File: config.mk
export PLATFORM = sky130hd
export DESIGN_NAME = rename_map_ckpt
export DESIGN_NICKNAME = d
export VERILOG_FILES = /design/src/rtl/rmt_pkg.sv /design/src/rtl/rmt_group.sv /design/src/rtl/rmt_ckpt_store.sv /design/src/rtl/rmt_commit_map.sv /design/src/rtl/rename_map_ckpt.sv
export SDC_FILE = /design/constraint.sdc
export NUM_CORES = 2
export LEC_CHECK = 0
export BUFFER_PORTS_ARGS = -buffer_cell sky130_fd_sc_hd__buf_4
export CAP_MARGIN = 15
export CORE_UTILIZATION = 45
export CTS_CLUSTER_SIZE = 16
export DETAILED_ROUTE_END_ITERATION = 7
export HOLD_SLACK_MARGIN = 0.05
export PLACE_DENSITY = 0.58
export RECOVER_POWER = 100
export SYNTH_ARGS = -nofsm -noshare
export SYNTH_HDL_FRONTEND = slang
export SYNTH_SLANG_ARGS = --single-unit
File: constraint.sdc
create_clock -name clk_i -period 5.8 [get_ports clk_i]
set_input_delay 0.87 -clock clk_i [delete_from_list [all_inputs] [get_ports clk_i]]
set_output_delay 0.87 -clock clk_i [all_outputs]
set_load 0.02 [all_outputs]
File: src/rtl/rmt_pkg.sv
`timescale 1ns/1ps
package rmt_pkg;
  localparam int ARCH_REGS = 32;
  localparam int AREG_W    = 5;
  localparam int INSN_W    = 32;
  localparam int DST_LSB   = 7;
  localparam int SRC1_LSB  = 15;
  localparam int SRC2_LSB  = 20;
endpackage

File: src/rtl/rmt_group.sv
`timescale 1ns/1ps
module rmt_group
  import rmt_pkg::*;
#(
  parameter int LANES = 2,
  parameter int PW    = 6
) (
  input  logic [ARCH_REGS-1:0][PW-1:0] map_i,
  input  logic [LANES-1:0]             valid_i,
  input  logic [LANES-1:0][INSN_W-1:0] insn_i,
  input  logic [LANES-1:0]             wr_i,
  input  logic [LANES-1:0][PW-1:0]     pdst_i,
  output logic [LANES-1:0][PW-1:0]     psrc1_o,
  output logic [LANES-1:0][PW-1:0]     psrc2_o,
  output logic [LANES-1:0][PW-1:0]     stale_o,
  output logic [ARCH_REGS-1:0][PW-1:0] next_map_o
);
  logic [LANES-1:0][AREG_W-1:0] dst, src1, src2;
  logic [LANES-1:0]             we;

  for (genvar k = 0; k < LANES; k++) begin : g_fld
    assign dst[k]  = insn_i[k][DST_LSB  +: AREG_W];
    assign src1[k] = insn_i[k][SRC1_LSB +: AREG_W];
    assign src2[k] = insn_i[k][SRC2_LSB +: AREG_W];
    assign we[k]   = valid_i[k] && wr_i[k] && (dst[k] != '0);
  end

  // older lanes forward in order, so the youngest earlier writer wins
  always_comb begin
    for (int k = 0; k < LANES; k++) begin
      psrc1_o[k] = map_i[src1[k]];
      psrc2_o[k] = map_i[src2[k]];
      stale_o[k] = map_i[dst[k]];
      for (int j = 0; j < LANES; j++) begin
        if (j < k && we[j]) begin
          if (dst[j] == src1[k]) psrc1_o[k] = pdst_i[j];
          if (dst[j] == src2[k]) psrc2_o[k] = pdst_i[j];
          if (dst[j] == dst[k])  stale_o[k] = pdst_i[j];
        end
      end
    end
  end

  always_comb begin
    next_map_o = map_i;
    for (int k = 0; k < LANES; k++)
      if (we[k]) next_map_o[dst[k]] = pdst_i[k];
  end
endmodule

File: src/rtl/rmt_ckpt_store.sv
`timescale 1ns/1ps
module rmt_ckpt_store
  import rmt_pkg::*;
#(
  parameter int NUM_CKPT = 4,
  parameter int PW       = 6,
  localparam int TW      = (NUM_CKPT > 1) ? $clog2(NUM_CKPT) : 1
) (
  input  logic                         clk_i,
  input  logic                         rst_ni,
  input  logic                         save_i,
  input  logic [TW-1:0]                save_tag_i,
  input  logic [ARCH_REGS-1:0][PW-1:0] save_map_i,
  input  logic                         free_i,
  input  logic [TW-1:0]                free_tag_i,
  input  logic                         restore_i,
  input  logic [TW-1:0]                restore_tag_i,
  input  logic                         clear_i,
  output logic [ARCH_REGS-1:0][PW-1:0] rd_map_o,
  output logic                         full_o
);
  logic [NUM_CKPT-1:0][ARCH_REGS-1:0][PW-1:0] slot_q;
  logic [NUM_CKPT-1:0]                        busy_q, busy_d;

  always_ff @(posedge clk_i or negedge rst_ni) begin
    if (!rst_ni) begin
      for (int s = 0; s < NUM_CKPT; s++)
        for (int i = 0; i < ARCH_REGS; i++)
          slot_q[s][i] <= PW'(i);
    end else if (save_i) begin
      slot_q[save_tag_i] <= save_map_i;
    end
  end

  always_comb begin
    busy_d = busy_q;
    if (free_i)    busy_d[free_tag_i]    = 1'b0;
    if (restore_i) busy_d[restore_tag_i] = 1'b0;
    if (save_i)    busy_d[save_tag_i]    = 1'b1;
    if (clear_i)   busy_d                = '0;
  end

  always_ff @(posedge clk_i or negedge rst_ni) begin
    if (!rst_ni) busy_q <= '0;
    else         busy_q <= busy_d;
  end

  assign rd_map_o = slot_q[restore_tag_i];
  assign full_o   = &busy_q;

  a_r6_save_marks_busy: assert property (@(posedge clk_i) disable iff (!rst_ni)
    (save_i && !clear_i) |=> busy_q[$past(save_tag_i)]);
  a_r6_save_stores_map: assert property (@(posedge clk_i) disable iff (!rst_ni)
    save_i |=> slot_q[$past(save_tag_i)] == $past(save_map_i));
  a_r9_flush_clears_slots: assert property (@(posedge clk_i) disable iff (!rst_ni)
    clear_i |=> busy_q == '0);
  a_r8_no_save_when_full: assert property (@(posedge clk_i) disable iff (!rst_ni)
    full_o |-> !save_i);
endmodule

File: src/rtl/rmt_commit_map.sv
`timescale 1ns/1ps
module rmt_commit_map
  import rmt_pkg::*;
#(
  parameter int LANES = 2,
  parameter int PW    = 6
) (
  input  logic                         clk_i,
  input  logic                         rst_ni,
  input  logic [LANES-1:0]             valid_i,
  input  logic [LANES-1:0][AREG_W-1:0] areg_i,
  input  logic [LANES-1:0][PW-1:0]     preg_i,
  output logic [ARCH_REGS-1:0][PW-1:0] map_o
);
  always_ff @(posedge clk_i or negedge rst_ni) begin
    if (!rst_ni) begin
      for (int i = 0; i < ARCH_REGS; i++) map_o[i] <= PW'(i);
    end else begin
      for (int k = 0; k < LANES; k++)
        if (valid_i[k] && areg_i[k] != '0) map_o[areg_i[k]] <= preg_i[k];
    end
  end

  a_r5_commit_zero_fixed: assert property (@(posedge clk_i) disable iff (!rst_ni)
    map_o[0] == '0);
endmodule

File: src/rtl/rename_map_ckpt.sv
`timescale 1ns/1ps
module rename_map_ckpt
  import rmt_pkg::*;
#(
  parameter int LANES     = 2,
  parameter int PHYS_REGS = 64,
  parameter int NUM_CKPT  = 4,
  localparam int PW       = $clog2(PHYS_REGS),
  localparam int TW       = (NUM_CKPT > 1) ? $clog2(NUM_CKPT) : 1
) (
  input  logic                         clk_i,
  input  logic                         rst_ni,
  input  logic [LANES-1:0]             ren_valid_i,
  input  logic [LANES-1:0][INSN_W-1:0] ren_insn_i,
  input  logic [LANES-1:0]             ren_wr_i,
  input  logic [LANES-1:0][PW-1:0]     ren_pdst_i,
  output logic [LANES-1:0][PW-1:0]     ren_psrc1_o,
  output logic [LANES-1:0][PW-1:0]     ren_psrc2_o,
  output logic [LANES-1:0][PW-1:0]     ren_stale_o,
  output logic                         ren_ready_o,
  input  logic                         ckpt_save_i,
  input  logic [TW-1:0]                ckpt_tag_i,
  input  logic                         ckpt_free_i,
  input  logic [TW-1:0]                ckpt_free_tag_i,
  output logic                         ckpt_full_o,
  input  logic                         mispred_i,
  input  logic [TW-1:0]                mispred_tag_i,
  input  logic                         flush_i,
  input  logic [LANES-1:0]             cmt_valid_i,
  input  logic [LANES-1:0][AREG_W-1:0] cmt_areg_i,
  input  logic [LANES-1:0][PW-1:0]     cmt_preg_i
);
  logic [ARCH_REGS-1:0][PW-1:0] spec_q, next_map, ckpt_map, cmt_map;
  logic save_go, restore_go;

  assign ren_ready_o = !flush_i && !mispred_i && !ckpt_full_o;
  assign save_go     = ckpt_save_i && ren_ready_o;
  assign restore_go  = mispred_i && !flush_i;

  rmt_group #(.LANES(LANES), .PW(PW)) u_group (
    .map_i      (spec_q),
    .valid_i    (ren_valid_i),
    .insn_i     (ren_insn_i),
    .wr_i       (ren_wr_i),
    .pdst_i     (ren_pdst_i),
    .psrc1_o    (ren_psrc1_o),
    .psrc2_o    (ren_psrc2_o),
    .stale_o    (ren_stale_o),
    .next_map_o (next_map)
  );

  rmt_ckpt_store #(.NUM_CKPT(NUM_CKPT), .PW(PW)) u_ckpt (
    .clk_i         (clk_i),
    .rst_ni        (rst_ni),
    .save_i        (save_go),
    .save_tag_i    (ckpt_tag_i),
    .save_map_i    (next_map),
    .free_i        (ckpt_free_i),
    .free_tag_i    (ckpt_free_tag_i),
    .restore_i     (restore_go),
    .restore_tag_i (mispred_tag_i),
    .clear_i       (flush_i),
    .rd_map_o      (ckpt_map),
    .full_o        (ckpt_full_o)
  );

  rmt_commit_map #(.LANES(LANES), .PW(PW)) u_cmt (
    .clk_i   (clk_i),
    .rst_ni  (rst_ni),
    .valid_i (cmt_valid_i),
    .areg_i  (cmt_areg_i),
    .preg_i  (cmt_preg_i),
    .map_o   (cmt_map)
  );

  // flush over mispredict over rename
  always_ff @(posedge clk_i or negedge rst_ni) begin
    if (!rst_ni) begin
      for (int i = 0; i < ARCH_REGS; i++) spec_q[i] <= PW'(i);
    end else if (flush_i) begin
      spec_q <= cmt_map;
    end else if (mispred_i) begin
      spec_q <= ckpt_map;
    end else if (ren_ready_o) begin
      spec_q <= next_map;
    end
  end

  a_r5_zero_fixed: assert property (@(posedge clk_i) disable iff (!rst_ni)
    spec_q[0] == '0);
  a_r7_restore_one_cycle: assert property (@(posedge clk_i) disable iff (!rst_ni)
    restore_go |=> spec_q == $past(ckpt_map));
  a_r9_flush_one_cycle: assert property (@(posedge clk_i) disable iff (!rst_ni)
    flush_i |=> spec_q == $past(cmt_map));
  a_r8_hold_when_full: assert property (@(posedge clk_i) disable iff (!rst_ni)
    (ckpt_full_o && !flush_i && !mispred_i) |=> $stable(spec_q));
  a_r7_drop_rename: assert property (@(posedge clk_i) disable iff (!rst_ni)
    mispred_i |-> !ren_ready_o);
endmodule

[Word level (Yosys, flattened, before mapping)]
Cells that the tools add are included.
Storage, ports and cells
  output and inout bits: 38
  bits in registers: 1156
  input port bits: 116
  word-level logic and storage cells: 297
Operators by class
  reductions and logical operators: 26
  magnitude comparators: 18
  equality and inequality tests: 3
  bitwise operators: 5
  muxes and demuxes: 52
Operator list (number)
  2-to-1 mux 192 bit: 9
  bitwise mux 192 bit: 4
  bitwise mux 768 bit: 1
  binary-select mux 192 bit (select 2 bit): 1
  demux 192 bit (select 2 bit): 1
  binary-select mux 6 bit (select 5 bit): 6
  demux 6 bit (select 5 bit): 4
  2-to-1 mux 6 bit: 16
  < comparator 5 x 6 -> 1 bit (second input constant): 8
  >= comparator 5 x 1 -> 1 bit (second input constant): 4
  nonzero test 5 bit: 4
  logical AND 1 bit: 17
  2-to-1 mux 4 bit: 4
  == test 5 bit: 3
  < comparator 2 x 3 -> 1 bit (second input constant): 3
  AND 4 bit: 2
  inverter 4 bit: 2
  demux 1 bit (select 2 bit): 3
  >= comparator 2 x 1 -> 1 bit (second input constant): 3
  OR 4 bit: 1
  AND reduction 4 bit: 1
  logical NOT 1 bit: 3
  2-to-1 mux 1 bit: 3
  nonzero test 3 bit: 1

[Longest topological paths before layout]
  depth after elaboration: 12
  mapped depth: 9
  depth with buffers taken out: 5

[Cells and area by module]
A second synthesis with hierarchy kept.
Second synthesis, totals
  cells, all modules: 5853
  area, all modules: 69422.8 µm²
By module, submodules not included
  rmt_ckpt_store: times used 1, area an instance 33593.5 µm², cells an instance 1881, seq. area each 19718.9 µm²
  rmt_group: times used 1, area an instance 14018.4 µm², cells an instance 1477, seq. area each 0.0 µm²
  rename_map_ckpt: times used 1, area an instance 11703.7 µm², cells an instance 1286, seq. area each 4904.7 µm²
  rmt_commit_map: times used 1, area an instance 10107.2 µm², cells an instance 1209, seq. area each 4904.7 µm²

[Worst setup path after synthesis]
No wires, ideal clock.
  path kind: in2out
  start: in ren_insn_i[16] (netlist bit)
  end: out ren_psrc1_o[5] (netlist bit)
  data required time: 4.930 ns
  buffers on the path: 2
  data arrival time: 2.659 ns
  stages: 5
  slack: 2.271 ns
  cell sequence: clkbuf_1 -> buf_1 -> mux4_2 -> mux4_2 -> mux2_2
RTL lines
  start: declaration: RTL line rename_map_ckpt.sv:14  | input logic [LANES-1:0][INSN_W-1:0] ren_insn_i,
  end: declaration: RTL line rename_map_ckpt.sv:17  | output logic [LANES-1:0][PW-1:0] ren_psrc1_o,

[Final worst setup path]
  start: in ren_insn_i[7] (netlist bit)
  end: reg spec_q[80] (netlist bit)
Between the ends
  longest elaborated chain between the ends: 11
  elaborated cells between the ends (all ways): 14
  those cells by class: 2 x order compare; 9 x mux; 3 x reduce/logical
RTL lines
  < comparator 5 x 6 -> 1 bit (implied by the code) / >= comparator 5 x 1 -> 1 bit (equally long branches): RTL line rmt_group.sv:47  | if (we[k]) next_map_o[dst[k]] = pdst_i[k];
  logical AND 1 bit (implied by the code): RTL line rmt_group.sv:47
  2-to-1 mux 6 bit (implied by the code): RTL line rmt_group.sv:47
  demux 6 bit (select 5 bit)
  bitwise mux 192 bit: RTL line rmt_group.sv:47
  2-to-1 mux 192 bit (*): RTL line rmt_group.sv:47
  bitwise mux 192 bit: RTL line rmt_group.sv:47
  2-to-1 mux 192 bit (*): RTL line rmt_group.sv:47
  2-to-1 mux 192 bit (*): RTL line rename_map_ckpt.sv:84  | end else if (ren_ready_o) begin
  2-to-1 mux 192 bit (*): RTL line rename_map_ckpt.sv:82  | end else if (mispred_i) begin
  2-to-1 mux 192 bit (*): RTL line rename_map_ckpt.sv:80  | end else if (flush_i) begin
  end signal: assignment: RTL line rename_map_ckpt.sv:81  | spec_q <= cmt_map;
  end signal: assignment: RTL line rename_map_ckpt.sv:83  | spec_q <= ckpt_map;
  end signal: assignment: RTL line rename_map_ckpt.sv:85  | spec_q <= next_map;
  end: declaration: RTL line rename_map_ckpt.sv:33  | logic [ARCH_REGS-1:0][PW-1:0] spec_q, next_map, ckpt_map, cmt_map;
Every way passes the cells marked *; elsewhere a longest branch is shown, timed or not. The select of a mux whose other input is x is not followed.
A chain may end at the register's enable or synchronous reset.

==> qor.txt <==
Critical Path End Type: flop
Max Clock Skew: 0.0360 ns
transition time at the pin with the least slew margin: 3.77 ns
number of DRC markers in iteration 0: 7,298
Top FF cell, synth: sky130_fd_sc_hd__dfrtp_1
most common cell after layout, fill and taps aside: sky130_fd_sc_hd__nand2_1
Global Route Usage Sum: 0.365
clock slew seen by the registers of the worst setup and hold paths: 0.06 ns
number of antenna violations at the first check in global routing: 31
slowest cell delay on critical path: 1.49 ns
maximum fanout count along the critical path: 43
worst slack after detailed placement: 1.09 ns
floorplan die width: 387 um
Post CTS Setup Buffer Count: 0
maximum ir drop on the vdd rail: 0.297 mV
cell type with the largest total area after synthesis: sky130_fd_sc_hd__dfrtp_1
failing checks: capacitance limit, slew limit
max-slew violation total from the final report: 2,028
via count: 56,400
estimated wirelength of the detail-placed design: 170,000 um
number of distinct standard cells referenced by the synthesized netlist: 76
largest cells by area after synthesis: sky130_fd_sc_hd__dfrtp_1 25%, sky130_fd_sc_hd__dfstp_2 19%, sky130_fd_sc_hd__mux4_2 16%
setup slack of the critical path after layout: 0.522 ns
static leakage: 30.0 nW
Max H-tree Level: 4
Row Count: 140
Worst Hold Margin: 0.375 ns
CTS tree: yes
Total Wirelength: 276,000 um
routability cong.: 1.05
post-detailed-route count of antenna-violating nets: 0
routed wire length on met2: 116,000 um
number of cells upsized or downsized after cts: 0
y dimension of the die: 387 um
DRC errors left: 0
final-report hold violation count: 0
area added between synthesis and finish: 9.19%
most used cells in the layout excluding fill and tap cells: 1,261 x sky130_fd_sc_hd__nand2_1, 676 x sky130_fd_sc_hd__dfrtp_1, 484 x sky130_fd_sc_hd__mux4_2, 480 x sky130_fd_sc_hd__dfstp_2, 338 x sky130_fd_sc_hd__o21ai_0
total iterations of the first detailed-routing run: 6
final setup fails: 0
post-synth design cell area: 0.0667 mm^2
CP cell instances: buf_4 > buf_4 > and4b_1 > clkbuf_1 > nand3_1 > a31oi_1 > o21ai_0 > a21oi_1
number of nets in the layout: 6,220
hold buffer count at cts: 0
required time reported for the critical path endpoint: 6.53 ns
setup repair after global routing missed its margin: false
share of flip-flops with an asynchronous set or reset: 1.00
DR WL met3: 37,000 um
run status: finished with violations
cell type with the highest occurrence count on the critical path: sky130_fd_sc_hd__buf_4
Congestion Overflow GR: 0
vias in the first global route: 54,200
max-slew headroom at the worst pin: -1.52
sequential area share after synthesis: 0.443
Placeable Area: 0.146 mm^2
worst setup path class: in2reg
number of flip-flops and latches in the synthesized netlist: 1,156
clock latency on the worst-skew pair: 0.82 ns
final worst path period share: 0.910
hold crit path type: reg2reg
vias per cell: 6.91
Synth Warn #: 0
number of buffers created by CTS: 136
# clock sinks: 1,156
Max clock buf depth: 3
average footprint of a synthesized cell: 10.5 um^2
Synth top area share: 0.254
Top Ports: 154
final-layout setup total negative slack: 0 ns
max frequency: 189 MHz
post-synth net total: 6,500
routed length per instance: 33.9 um
effective utilization at floorplan: 0.456
max-capacitance violation count: 35
proportion of layout cells with a drive suffix above 1: 0.277
areal power density over the cells: 387 mW/mm^2
slowest stage cell, crit path: sky130_fd_sc_hd__and4b_1
count of flip-flops with a built-in enable after synthesis: 0
min Tclk post-route: 5.28 ns
global-route wire length before repair: 397,000 um
max layer used: met5
area of the die: 0.150 mm^2
critical path data arrival time: 6.01 ns
final core utilization: 0.497
post-route met1 wirelength: 105,000 um
count of input and output buffers: 119
pin count of the biggest net entering global routing: 146
kind of start point of the critical path: input pin
library cell used as clock root buffer: sky130_fd_sc_hd__clkbuf_16
number of instances in the synthesized netlist: 6,384
cell usage after synthesis (8+ instances only):
cell type                     n
sky130_fd_sc_hd__nor3b_1      8
sky130_fd_sc_hd__a22oi_1    213
sky130_fd_sc_hd__nand3_1    208
sky130_fd_sc_hd__buf_2      130
sky130_fd_sc_hd__nor2b_1     15
sky130_fd_sc_hd__mux2_2     324
sky130_fd_sc_hd__o22a_1      28
sky130_fd_sc_hd__mux2i_1    247
sky130_fd_sc_hd__nor2_1     308
sky130_fd_sc_hd__nand4_1     11
sky130_fd_sc_hd__buf_1       33
sky130_fd_sc_hd__a31o_2      25
sky130_fd_sc_hd__a22o_1      36
sky130_fd_sc_hd__o21ai_0    317
sky130_fd_sc_hd__mux4_2     484
sky130_fd_sc_hd__dfrtp_1    676
sky130_fd_sc_hd__nand3b_1    15
sky130_fd_sc_hd__a21oi_1    306
sky130_fd_sc_hd__clkbuf_1   454
sky130_fd_sc_hd__nand2_1   1261
sky130_fd_sc_hd__dfstp_2    480
sky130_fd_sc_hd__mux2_1      20
sky130_fd_sc_hd__buf_4       22
sky130_fd_sc_hd__o21ai_1    244
sky130_fd_sc_hd__nor2_2       9
sky130_fd_sc_hd__and3b_1      9
sky130_fd_sc_hd__nor3_1     192
sky130_fd_sc_hd__a31oi_1    166
sky130_fd_sc_hd__and3_1       9
sky130_fd_sc_hd__a221oi_1    15
sky130_fd_sc_hd__xnor2_1     11
cell type report:
| type | count | area (um^2) |
|---|---|---|
| tap | 1917 | 2400 |
| sequential | 1156 | 29500 |
| inverter | 8 | 35.0 |
| clock inverter | 53 | 751 |
| clock buffer | 201 | 3930 |
| antenna | 22 | 55.1 |
| timing repair buffer | 228 | 1680 |
| multi-input combinational | 4574 | 34500 |
| fill | 13300 | 73600 |
critical path: cells and delay by family:
| kind | cells | cell delay (ns) |
|---|---|---|
| AOI/OAI and AO/OA | 3 | 0.97 |
| buffers and inverters | 3 | 2.38 |
| and+or+nand+nor | 2 | 1.68 |
final timing paths:
check / from / end / slack (ns) / depth (start not counted)
max: ren_insn_i[7] / spec_q[80]$_DFFE_PN1P_ / 0.52 / 8
min: u_cmt.map_o[3]$_DFF_PN0_ / u_cmt.map_o[3]$_DFF_PN0_ / 0.38 / 0
max reg2reg: u_ckpt.busy_q[0]$_DFF_PN0_ / spec_q[18]$_DFFE_PN1P_ / 0.63 / 7
min reg2reg: u_cmt.map_o[3]$_DFF_PN0_ / u_cmt.map_o[3]$_DFF_PN0_ / 0.38 / 0
max in group asynchronous: rst_ni / u_ckpt.slot_q[575]$_DFFE_PN0P_ / 1.16 / 3
min in group asynchronous: rst_ni / u_ckpt.busy_q[0]$_DFF_PN0_ / 1.01 / 1
kinds of logic (layout without fill, tap and decap cells):
family / Yosys count / count (layout) / synth area share
simple gates: 2098 / 2098 / 0.133
compound gates: 1386 / 1386 / 0.123
flops: 1156 / 1156 / 0.443
mux: 1075 / 1075 / 0.259
buf+inv: 654 / 490 / 0.0413
xor+xnor: 15 / 15 / 0.00197
other cells: 0 / 22 / 0
sequential cells by signal (all words and copies together), names as in the netlist:
| register | count |
|---|---|
| spec_q | 192 |
| u_ckpt.slot_q | 768 |
| u_ckpt.busy_q | 4 |
| u_cmt.map_o | 192 |
metrics by stage:
stage,area (um^2),total power [mW],std cells
floorplan,66700,16.3,6384
detailed placement,68600,19.1,7882
global route,72800,29.2,8148
global placement,68600,18.8,7882
CTS,73300,28.1,8136
finish,72800,28.2,8159
layer usage:
metal | up-vias | track usage
li1 | 22800 | -
met1 | 28700 | 0.487
met2 | 3881 | 0.513
met3 | 952 | 0.126
met4 | 20 | 0.212
met5 | - | 0
power breakdown:
| part | internal, mW | total, mW | leakage [nW] | switching [mW] |
|---|---|---|---|---|
| Sequential | 10.6 | 12.8 | 13.8 | 2.18 |
| Clock | 5.19 | 8.96 | 2.28 | 3.77 |
| Combinational | 3.09 | 6.44 | 13.8 | 3.35 |
| Total | 18.9 | 28.2 | 30.0 | 9.30 |
Note: power is estimated with default switching activity, not from simulation.
